==> src/rtl/dat_pkg.sv <==
// Shared codes and cause-flag positions for the data access translator.
package dat_pkg;
    typedef enum logic [2:0] {
        XL_OK       = 3'd0,
        XL_ACV      = 3'd1,
        XL_TRAP     = 3'd2,
        XL_MISS     = 3'd3,
        XL_PTE_MISS = 3'd4
    } xl_code_e;

    localparam int FL_WR    = 0;
    localparam int FL_ACV   = 1;
    localparam int FL_FONR  = 2;
    localparam int FL_FONW  = 3;
    localparam int FL_MISS  = 4;
    localparam int FL_BADVA = 5;
    localparam int FLAG_W   = 6;

    localparam logic [1:0] MODE_KERNEL = 2'd0;
endpackage

==> src/rtl/dat_mode_sel.sv <==
// Picks the effective privilege mode for a data access.
// Assumes kernel is encoded as 0 and that firmware mode is a single flag.
module dat_mode_sel (
    input  logic       fw_mode,
    input  logic       alt_req,
    input  logic [1:0] cur_mode,
    input  logic [1:0] alt_mode,
    output logic [1:0] eff_mode
);
    import dat_pkg::*;

    // Firmware mode overrides the current mode with alternate or kernel.
    always_comb begin
        if (fw_mode) eff_mode = alt_req ? alt_mode : MODE_KERNEL;
        else         eff_mode = cur_mode;
    end
endmodule

==> src/rtl/dat_classify.sv <==
// Combinational fault classification and physical address forming.
// Assumes the translation buffer result is valid in the same cycle as the address.
module dat_classify #(
    parameter int VA_W    = 64,
    parameter int VA_IMPL = 43,
    parameter int PA_W    = 40,
    parameter int PG_BITS = 13
) (
    input  logic [VA_W-1:0]         va,
    input  logic                    is_write,
    input  logic                    vpte_req,
    input  logic [1:0]              eff_mode,
    input  logic [1:0]              cur_mode,
    input  logic                    sp_en,
    input  logic                    hit,
    input  logic [PA_W-PG_BITS-1:0] pfn,
    input  logic [3:0]              rd_en,
    input  logic [3:0]              wr_en,
    input  logic                    fonr,
    input  logic                    fonw,
    output dat_pkg::xl_code_e       code,
    output logic [dat_pkg::FLAG_W-1:0] flags,
    output logic [PA_W-1:0]         pa
);
    import dat_pkg::*;

    localparam int EXT_W = VA_W - VA_IMPL;

    logic bad_va;
    logic in_sp;
    logic [3:0] mode_bit;

    // Upper bits must replicate the top implemented bit.
    always_comb bad_va = (va[VA_W-1:VA_IMPL] != {EXT_W{va[VA_IMPL-1]}});

    // Superpage window: enabled and region bits equal 2.
    always_comb in_sp = sp_en && (va[VA_IMPL-1:VA_IMPL-2] == 2'b10);

    // One-hot mask bit for the effective mode.
    always_comb mode_bit = 4'b0001 << eff_mode;

    // Priority ordered classification.
    always_comb begin
        code  = XL_OK;
        flags = '0;
        pa    = {pfn, va[PG_BITS-1:0]};
        if (bad_va) begin
            code             = XL_TRAP;
            flags[FL_BADVA]  = 1'b1;
            flags[FL_ACV]    = 1'b1;
            flags[FL_WR]     = is_write;
        end else if (in_sp) begin
            pa = va[PA_W-1:0];
            if (cur_mode != MODE_KERNEL) begin
                code          = XL_ACV;
                flags[FL_ACV] = 1'b1;
                flags[FL_WR]  = is_write;
            end
        end else if (!hit) begin
            code           = vpte_req ? XL_PTE_MISS : XL_MISS;
            flags[FL_MISS] = 1'b1;
            flags[FL_WR]   = is_write;
        end else if (is_write) begin
            if ((wr_en & mode_bit) == 4'd0) begin
                code           = XL_TRAP;
                flags[FL_WR]   = 1'b1;
                flags[FL_ACV]  = 1'b1;
                flags[FL_FONW] = fonw;
            end else if (fonw) begin
                code           = XL_TRAP;
                flags[FL_WR]   = 1'b1;
                flags[FL_FONW] = 1'b1;
            end
        end else begin
            if ((rd_en & mode_bit) == 4'd0) begin
                code           = XL_ACV;
                flags[FL_ACV]  = 1'b1;
                flags[FL_FONR] = fonr;
            end else if (fonr) begin
                code           = XL_TRAP;
                flags[FL_FONR] = 1'b1;
            end
        end
    end
endmodule

==> src/rtl/dat_fault_regs.sv <==
// Fault capture registers with a lock released by an address-register read.
// Assumes capture is a single-cycle pulse accompanying a faulting request.
module dat_fault_regs #(
    parameter int VA_W   = 64,
    parameter int STAT_W = 17
) (
    input  logic              clk,
    input  logic              rst_n,
    input  logic              capture,
    input  logic              va_rd,
    input  logic [VA_W-1:0]   in_va,
    input  logic [STAT_W-1:0] in_stat,
    input  logic [VA_W-1:0]   in_form,
    output logic [VA_W-1:0]   fault_va,
    output logic [STAT_W-1:0] fault_stat,
    output logic [VA_W-1:0]   fault_form,
    output logic              locked
);
    logic take;

    // Capture only while unlocked.
    always_comb take = capture && !locked;

    // Register update and lock bookkeeping.
    always_ff @(posedge clk) begin
        if (!rst_n) begin
            fault_va   <= '0;
            fault_stat <= '0;
            fault_form <= '0;
            locked     <= 1'b0;
        end else begin
            if (take) begin
                fault_va   <= in_va;
                fault_stat <= in_stat;
                fault_form <= in_form;
            end
            locked <= (locked && !va_rd) || take;
        end
    end
endmodule

==> src/rtl/dat_xlate.sv <==
// Data access translator top: mode selection, classification, fault capture
// and registered response. Assumes an external translation buffer answers
// combinationally to tb_vpn.
module dat_xlate #(
    parameter int VA_W      = 64,
    parameter int VA_IMPL   = 43,
    parameter int PA_W      = 40,
    parameter int PG_BITS   = 13,
    parameter int WIN_BITS  = 8,
    parameter logic [PA_W-1:0] ZERO_ADDR = 40'hFF_FFF0_0188,
    localparam int VPN_W    = VA_IMPL - PG_BITS,
    localparam int PFN_W    = PA_W - PG_BITS,
    localparam int STAT_W   = 17
) (
    input  logic              clk,
    input  logic              rst_n,
    input  logic              req_valid,
    input  logic [VA_W-1:0]   req_va,
    input  logic              req_write,
    input  logic              req_alt,
    input  logic              req_vpte,
    input  logic [5:0]        req_opcode,
    input  logic [4:0]        req_dest,
    input  logic              fw_mode,
    input  logic [1:0]        cur_mode,
    input  logic [1:0]        alt_mode,
    input  logic              sp_en,
    input  logic [VA_W-1:0]   pt_base,
    output logic [VPN_W-1:0]  tb_vpn,
    input  logic              tb_hit,
    input  logic [PFN_W-1:0]  tb_pfn,
    input  logic [3:0]        tb_rd_en,
    input  logic [3:0]        tb_wr_en,
    input  logic              tb_fonr,
    input  logic              tb_fonw,
    input  logic              va_rd,
    output logic              rsp_valid,
    output logic [2:0]        rsp_code,
    output logic [PA_W-1:0]   rsp_pa,
    output logic              rsp_uncached,
    output logic              rsp_zero,
    output logic [VA_W-1:0]   fault_va,
    output logic [STAT_W-1:0] fault_stat,
    output logic [VA_W-1:0]   fault_form,
    output logic              fault_locked
);
    import dat_pkg::*;

    logic [1:0]        eff_mode;
    xl_code_e          code;
    logic [FLAG_W-1:0] flags;
    logic [PA_W-1:0]   pa;
    logic [STAT_W-1:0] stat;
    logic [VA_W-1:0]   form;
    logic              is_fault;
    logic              in_win;

    // Page number for the external lookup.
    always_comb tb_vpn = req_va[VA_IMPL-1:PG_BITS];

    dat_mode_sel u_mode (
        .fw_mode  (fw_mode),
        .alt_req  (req_alt),
        .cur_mode (cur_mode),
        .alt_mode (alt_mode),
        .eff_mode (eff_mode)
    );

    dat_classify #(
        .VA_W(VA_W), .VA_IMPL(VA_IMPL), .PA_W(PA_W), .PG_BITS(PG_BITS)
    ) u_cls (
        .va       (req_va),
        .is_write (req_write),
        .vpte_req (req_vpte),
        .eff_mode (eff_mode),
        .cur_mode (cur_mode),
        .sp_en    (sp_en),
        .hit      (tb_hit),
        .pfn      (tb_pfn),
        .rd_en    (tb_rd_en),
        .wr_en    (tb_wr_en),
        .fonr     (tb_fonr),
        .fonw     (tb_fonw),
        .code     (code),
        .flags    (flags),
        .pa       (pa)
    );

    // Pack status word and formatted table-entry address.
    always_comb begin
        stat     = {req_opcode, req_dest, flags};
        form     = pt_base | (VA_W'(tb_vpn) << 3);
        is_fault = (code != XL_OK);
        in_win   = (pa[PA_W-1 -: WIN_BITS] == {WIN_BITS{1'b1}});
    end

    dat_fault_regs #(.VA_W(VA_W), .STAT_W(STAT_W)) u_freg (
        .clk        (clk),
        .rst_n      (rst_n),
        .capture    (req_valid && is_fault),
        .va_rd      (va_rd),
        .in_va      (req_va),
        .in_stat    (stat),
        .in_form    (form),
        .fault_va   (fault_va),
        .fault_stat (fault_stat),
        .fault_form (fault_form),
        .locked     (fault_locked)
    );

    // Registered response one cycle after the request.
    always_ff @(posedge clk) begin
        if (!rst_n) begin
            rsp_valid    <= 1'b0;
            rsp_code     <= '0;
            rsp_pa       <= '0;
            rsp_uncached <= 1'b0;
            rsp_zero     <= 1'b0;
        end else begin
            rsp_valid    <= req_valid;
            rsp_code     <= code;
            rsp_pa       <= pa;
            rsp_uncached <= req_valid && !is_fault && pa[PA_W-1] && !in_win;
            rsp_zero     <= req_valid && !is_fault && (pa == ZERO_ADDR);
        end
    end
endmodule

==> config.mk <==
export PLATFORM = sky130hd
export DESIGN_NAME = dat_xlate
export DESIGN_NICKNAME = d
export VERILOG_FILES = /design/src/rtl/dat_pkg.sv /design/src/rtl/dat_mode_sel.sv /design/src/rtl/dat_classify.sv /design/src/rtl/dat_fault_regs.sv /design/src/rtl/dat_xlate.sv
export SDC_FILE = /design/constraint.sdc
export NUM_CORES = 1
export LEC_CHECK = 0
export ABC_AREA = 1
export BUFFER_PORTS_ARGS = -buffer_cell sky130_fd_sc_hd__buf_2
export CAP_MARGIN = 0
export CORE_MARGIN = 2
export CORE_UTILIZATION = 30
export DETAILED_ROUTE_END_ITERATION = 6
export PLACE_DENSITY = 0.57
export REMOVE_ABC_BUFFERS = 1
export SLEW_MARGIN = 10
export SYNTH_ARGS = -nofsm -noshare
export SYNTH_HDL_FRONTEND = slang
export SYNTH_SLANG_ARGS = --single-unit
==> constraint.sdc <==
create_clock -name clk -period 1.98 [get_ports clk]
set_input_delay 0 -clock clk [delete_from_list [all_inputs] [get_ports clk]]
set_output_delay 0 -clock clk [all_outputs]
set_load 0.005 [all_outputs]
# Word level (Yosys, flattened, before mapping)
# Index checks and enable logic that the tools add are counted.
# word_totals
regBits,192
input_bits,190
out_inout_bits,222
# classes
eq_ne,4
n_shift,1
n_mux,34
n_bitwise,3
n_reduce_logical,17
# ops
op,count
$mux W40,2
$or A64 B33 Y64,1
$eq A40 B40 Y1 const B,1
$mux W3,10
$ne A21 B21 Y1,1
$mux W1,15
$mux W2,7
$and A4 B4 Y4,2
$eq A8 B8 Y1 const B,1
$logic_and A1 B1 Y1,8
$logic_not A4 Y1,2
$logic_not A1 Y1,4
$shl A1 B2 Y4 const A,1
$reduce_bool A3 Y1,1
$eq A2 B2 Y1 const B,1
$reduce_bool A2 Y1,1
$logic_or A1 B1 Y1,1

# Logic depth before layout (Yosys ltp)
# logic_depth
ltp_word,15
depth_mapped,18

# By module
# Synthesis repeated with hierarchy kept, for this count alone.
# unflattened
cells_unflattened,1470
hier_area_um2,9256.4
# by_module_without_submodules
module,instances,cells_per_inst,area_each_um2
dat_fault_regs,1,941,6163.4
dat_xlate,1,239,1861.8
dat_classify,1,283,1202.4
dat_mode_sel,1,7,28.8

# Worst setup path before layout
# Ideal clock, no wire load.
# synth_path
kind,register to register
start,register u_freg.locked
end,register u_freg.fault_form[54]
arrival_ns,1.407
required_time_ns,1.867
setup_slack_ns,0.460
path_stages_with_launch,7
path_buffers,2
cell_sequence,dfxtp_1 nor2_1 clkbuf_1 buf_1 nand3b_1 nand2_1 nor2_1
# synth_between
elab_chain_len,2
# synth_rtl
item,line_no,text
"start, declared",dat_fault_regs.sv:17,output logic locked
"start signal, assigned",dat_fault_regs.sv:37,locked <= (locked && !va_rd) || take;
$logic_not A1 Y1,dat_fault_regs.sv:22,always_comb take = capture && !locked;
$logic_and A1 B1 Y1,dat_fault_regs.sv:22,
"end signal, assigned",dat_fault_regs.sv:35,fault_form <= in_form;
"end, declared",dat_fault_regs.sv:16,"output logic [VA_W-1:0] fault_form,"
# No other way between the ends.
# A chain may end at the register's enable or synchronous reset.

# Worst setup path after layout
# layout_path
start,input req_va[42]
end,register u_freg.fault_form[24]
# layout_between
elab_chain_len,7
# layout_rtl
item,line_no,text
"start, declared",dat_xlate.sv:18,"input logic [VA_W-1:0] req_va,"
$eq A2 B2 Y1,dat_classify.sv:37,always_comb in_sp = sp_en && (va[VA_IMPL-1:VA_IMPL-2] == 2'b10);
$logic_and A1 B1 Y1,dat_classify.sv:37,
$mux W3,dat_classify.sv:52,end else if (in_sp) begin
$mux W3 (*),dat_classify.sv:47,if (bad_va) begin
$reduce_bool A3 Y1 (*),dat_xlate.sv:93,is_fault = (code != XL_OK);
$logic_and A1 B1 Y1 (*),dat_xlate.sv:100,".capture (req_valid && is_fault),"
$logic_and A1 B1 Y1 (*),dat_fault_regs.sv:22,
# Mark *: on every way between the ends. The rest lies on a longest branch, timed or not.

==> results.sh <==
export IMPL_worst_pin_slew_ps=575
export IMPL_synth_area_top_cells="dfxtp_1 44%, nor2_1 15%, nand2_1 14%"
export IMPL_yosys_area_top_type_share_pct=43.8
export IMPL_synth_top_area_cell="dfxtp_1"
export IMPL_ff2ff_setup_slack_ps=190
export IMPL_drc=0
export IMPL_async_flop_share_pct=0
export IMPL_cts_htree_levels=4
export IMPL_route_final_wire_length_um=33600
export IMPL_finalSetupViolations=0
export IMPL_p_seq_share_pct=43.2
export IMPL_swShare_pct=28.0
export IMPL_clock_latency_ps=440
export IMPL_clockBufferDepth=2
export IMPL_synth_most_common_cell="nor2_1"
export IMPL_coreArea_sq_um=28800
export IMPL_rr_endpoint="u_freg.fault_form[11]$_SDFFE_PN0P_"
export IMPL_grt_antenna_before_repair=0
export IMPL_drt_first_pass_iters=5
export IMPL_viasPerCell=4.42
export IMPL_nets=2073
export IMPL_crit_fanout=11
export IMPL_numCtsBuffers=17
export IMPL_cp_slowest_cell="dlygate4sd3_1"
export IMPL_finalSetupTns_ps=0
export IMPL_die_area_sq_um=30600
export IMPL_finalCritPeriodShare_pct=93.4
export IMPL_crit_arrival_ps=2220
export IMPL_dr_first_iter_drc_count=533
export IMPL_grt_max_degree=111
export IMPL_grt_pass1_wl_um=49900
export IMPL_clkPwrFrac_pct=37.9
export IMPL_grt_use_total_pct=20.5
export IMPL_status="complete, no violations"
export IMPL_power_frac_comb_pct=18.9
export IMPL_die_h_um=175
export IMPL_endpoint_kind="flip-flop"
export IMPL_ys_seq_elements=192
export IMPL_slew_headroom_pct=61.7
export IMPL_grt_use_met2_pct=35.9
export IMPL_gr_usage_met1_pct=24.6
export IMPL_ios=412
export IMPL_p_int_mw=7.15
export IMPL_overflow=0
export IMPL_ys_types=23
export IMPL_cts_tree="built"
export IMPL_clockRootBuffer="clkbuf_16"
export IMPL_num_rows=62
export IMPL_startpoint_type="primary input"
export IMPL_hold_depth=5
export IMPL_worst_r2r_path_depth=6
export IMPL_dp_hpwl_um=22000
export IMPL_synth_top_cells_by_count="349 x nor2_1, 317 x nand2_1, 192 x dfxtp_1"
export IMPL_drive_gt1_share_pct=27.1
export IMPL_synth_edff_count=0
export IMPL_cts_sinks=192
export IMPL_whs_ps=8.56
export IMPL_ir_worst_vdd_mv=0.489
export IMPL_power_density_nw_per_um2=715
export IMPL_maxCapViolations=0
export IMPL_ant_nets=0
export IMPL_whs_endpoint="rsp_code[2]$_SDFF_PN0_"
export IMPL_fmaxAchievable_mhz=541
export IMPL_drt_wirelength_per_cell_um=14.7
export IMPL_final_period_minus_worst_setup_slack_ps=1850
export IMPL_die_w_um=175
export IMPL_min_from="tb_hit"
export IMPL_yosys_warnings=0
export IMPL_skew_ps=10.3
export IMPL_portBuffers=411
export IMPL_crit_path_frequent_cell="nand2_1"
export IMPL_hold_viol=0
export IMPL_switching_power_mw=2.78
export IMPL_start_util_pct=30.5
export IMPL_syn_area_sq_um=8770
export IMPL_p_leak_nw=7.59
export IMPL_hp_class="in2reg"
export IMPL_path_cells="buf_4 > buf_4 > nand3_2 > inv_1 > a21oi_1 > nand2_1 > nand2_1 > nand2_1 > inv_2 > nand3_4 > buf_12 > nand3_1 > nor2_1 > dlygate4sd3_1 > nor2_1"
export IMPL_r2r_start="u_freg.locked$_SDFF_PN0_"
export IMPL_cp_required_ps=2350
export IMPL_area_growth_pct=58.3
export IMPL_critPathMaxStageDelay_ps=550
export IMPL_synth_ff_type="dfxtp_1"
export IMPL_diodes=0
export IMPL_syn_area_per_cell_sq_um=6.64
export IMPL_gp_congestion=0.813
export IMPL_use_met3_pct=4.74
export IMPL_grt_pass1_vias=9652
export IMPL_syn_inst=1321
export IMPL_grt_busiest_layer="met2"
export IMPL_crit_type="in2reg"
export IMPL_path_clk_slew_ps=70
export IMPL_vias=10081
export IMPL_yosysSeqAreaShare_pct=43.8
export IMPL_slew_violations=0
critical path: cells and delay by family:
family	cells	cell delay, ps
AO/OA/AOI/OAI	1	130
AND/OR/NAND/NOR	8	820
buffers and inverters	6	1250
metal layers:
layer	wire length (um)	share of wire (%)
met4	948	2.8
met1	14500	43
met3	1920	5.7
met5	0	0
met2	16200	48
area by class of cell:
cell class | count | area (sq um)
fillers | 2864 | 14900
multi-input cells | 878 | 3850
inverters | 147 | 554
flip-flops and latches | 192 | 3840
clock inverters | 14 | 193
repair buffers | 647 | 4520
clock buffers | 18 | 439
well taps | 384 | 480
sequential cells by signal (all words and copies together) (netlist names):
| name | count |
|---|---|
| rsp_valid | 1 |
| rsp_pa | 40 |
| u_freg.fault_form | 64 |
| u_freg.locked | 1 |
| u_freg.fault_stat | 17 |
| rsp_code | 3 |
| u_freg.fault_va | 64 |
| rsp_zero | 1 |
| rsp_uncached | 1 |
how the worst max path moves through the flow:
stage | start | to | slack [ps]
floorplan | u_freg.locked$_SDFF_PN0_ | u_freg.fault_form[0]$_SDFFE_PN0P_ | -4610
finish | req_va[42] | u_freg.fault_form[24]$_SDFFE_PN0P_ | 130
global placement | req_va[42] | rsp_zero$_SDFF_PN0_ | -170
detailed placement | req_va[42] | rsp_zero$_SDFF_PN0_ | -170
global route | req_va[42] | u_freg.fault_form[11]$_SDFFE_PN0P_ | -7
CTS | req_va[42] | u_freg.fault_form[10]$_SDFFE_PN0P_ | 20
what timing repair did:
action | in CTS | in global routing
setup endpoints to repair | 0 | 17
resized for setup | 0 | 11
setup buffers | 0 | 7
hold endpoints to repair | 179 | 0
hold buffers | 186 | 0
power by group through the flow:
stage	combinational, mW	sequential [mW]	clock, mW
after floorplan	0.694	4.40	0
after global placement	1.56	4.37	0
after detailed placement	1.57	4.37	0
after CTS	1.86	4.29	3.86
after global routing	2.10	4.32	4.02
final	1.88	4.29	3.76
cells in the final DEF, fill, tap and decap left out, types with 3 or more instances in the layout:
cell type      instances
nor2_2                 3
clkbuf_16             22
buf_2                409
nand2_2                5
a21oi_1                7
o21ai_0               30
inv_1                144
clkinvlp_4             3
bufinv_16              3
nand3_1               60
inv_6                  5
nor2_1               345
buf_4                 38
nand4_1               30
dfxtp_1              192
buf_12                11
nor3_1                 4
nand3b_1              71
nand2_1              313
dlygate4sd3_1        184
through the flow:
| step | area [sq um] | util (%) | std cells | setup slack [ps] | total power, mW |
|---|---|---|---|---|---|
| floorplan | 8200 | - | 1217 | -4610 | 5.09 |
| global placement | 11200 | 38.9 | 2052 | -170 | 5.93 |
| detailed placement | 11200 | 38.9 | 2052 | -171 | 5.95 |
| CTS | 13700 | 47.6 | 2270 | 25.0 | 10.0 |
| global route | 13900 | 48.2 | 2280 | -7.10 | 10.4 |
| finish | 13900 | 48.2 | 2280 | 131 | 9.92 |
cell families after synthesis:
logic type,after synthesis,synth area share [%]
AO/OA/AOI/OAI,38,2.17
buffers and inverters,251,12.8
flip-flops,192,43.8
AND/OR/NAND/NOR,840,41.2
Note: power is estimated with default switching activity, not from simulation.
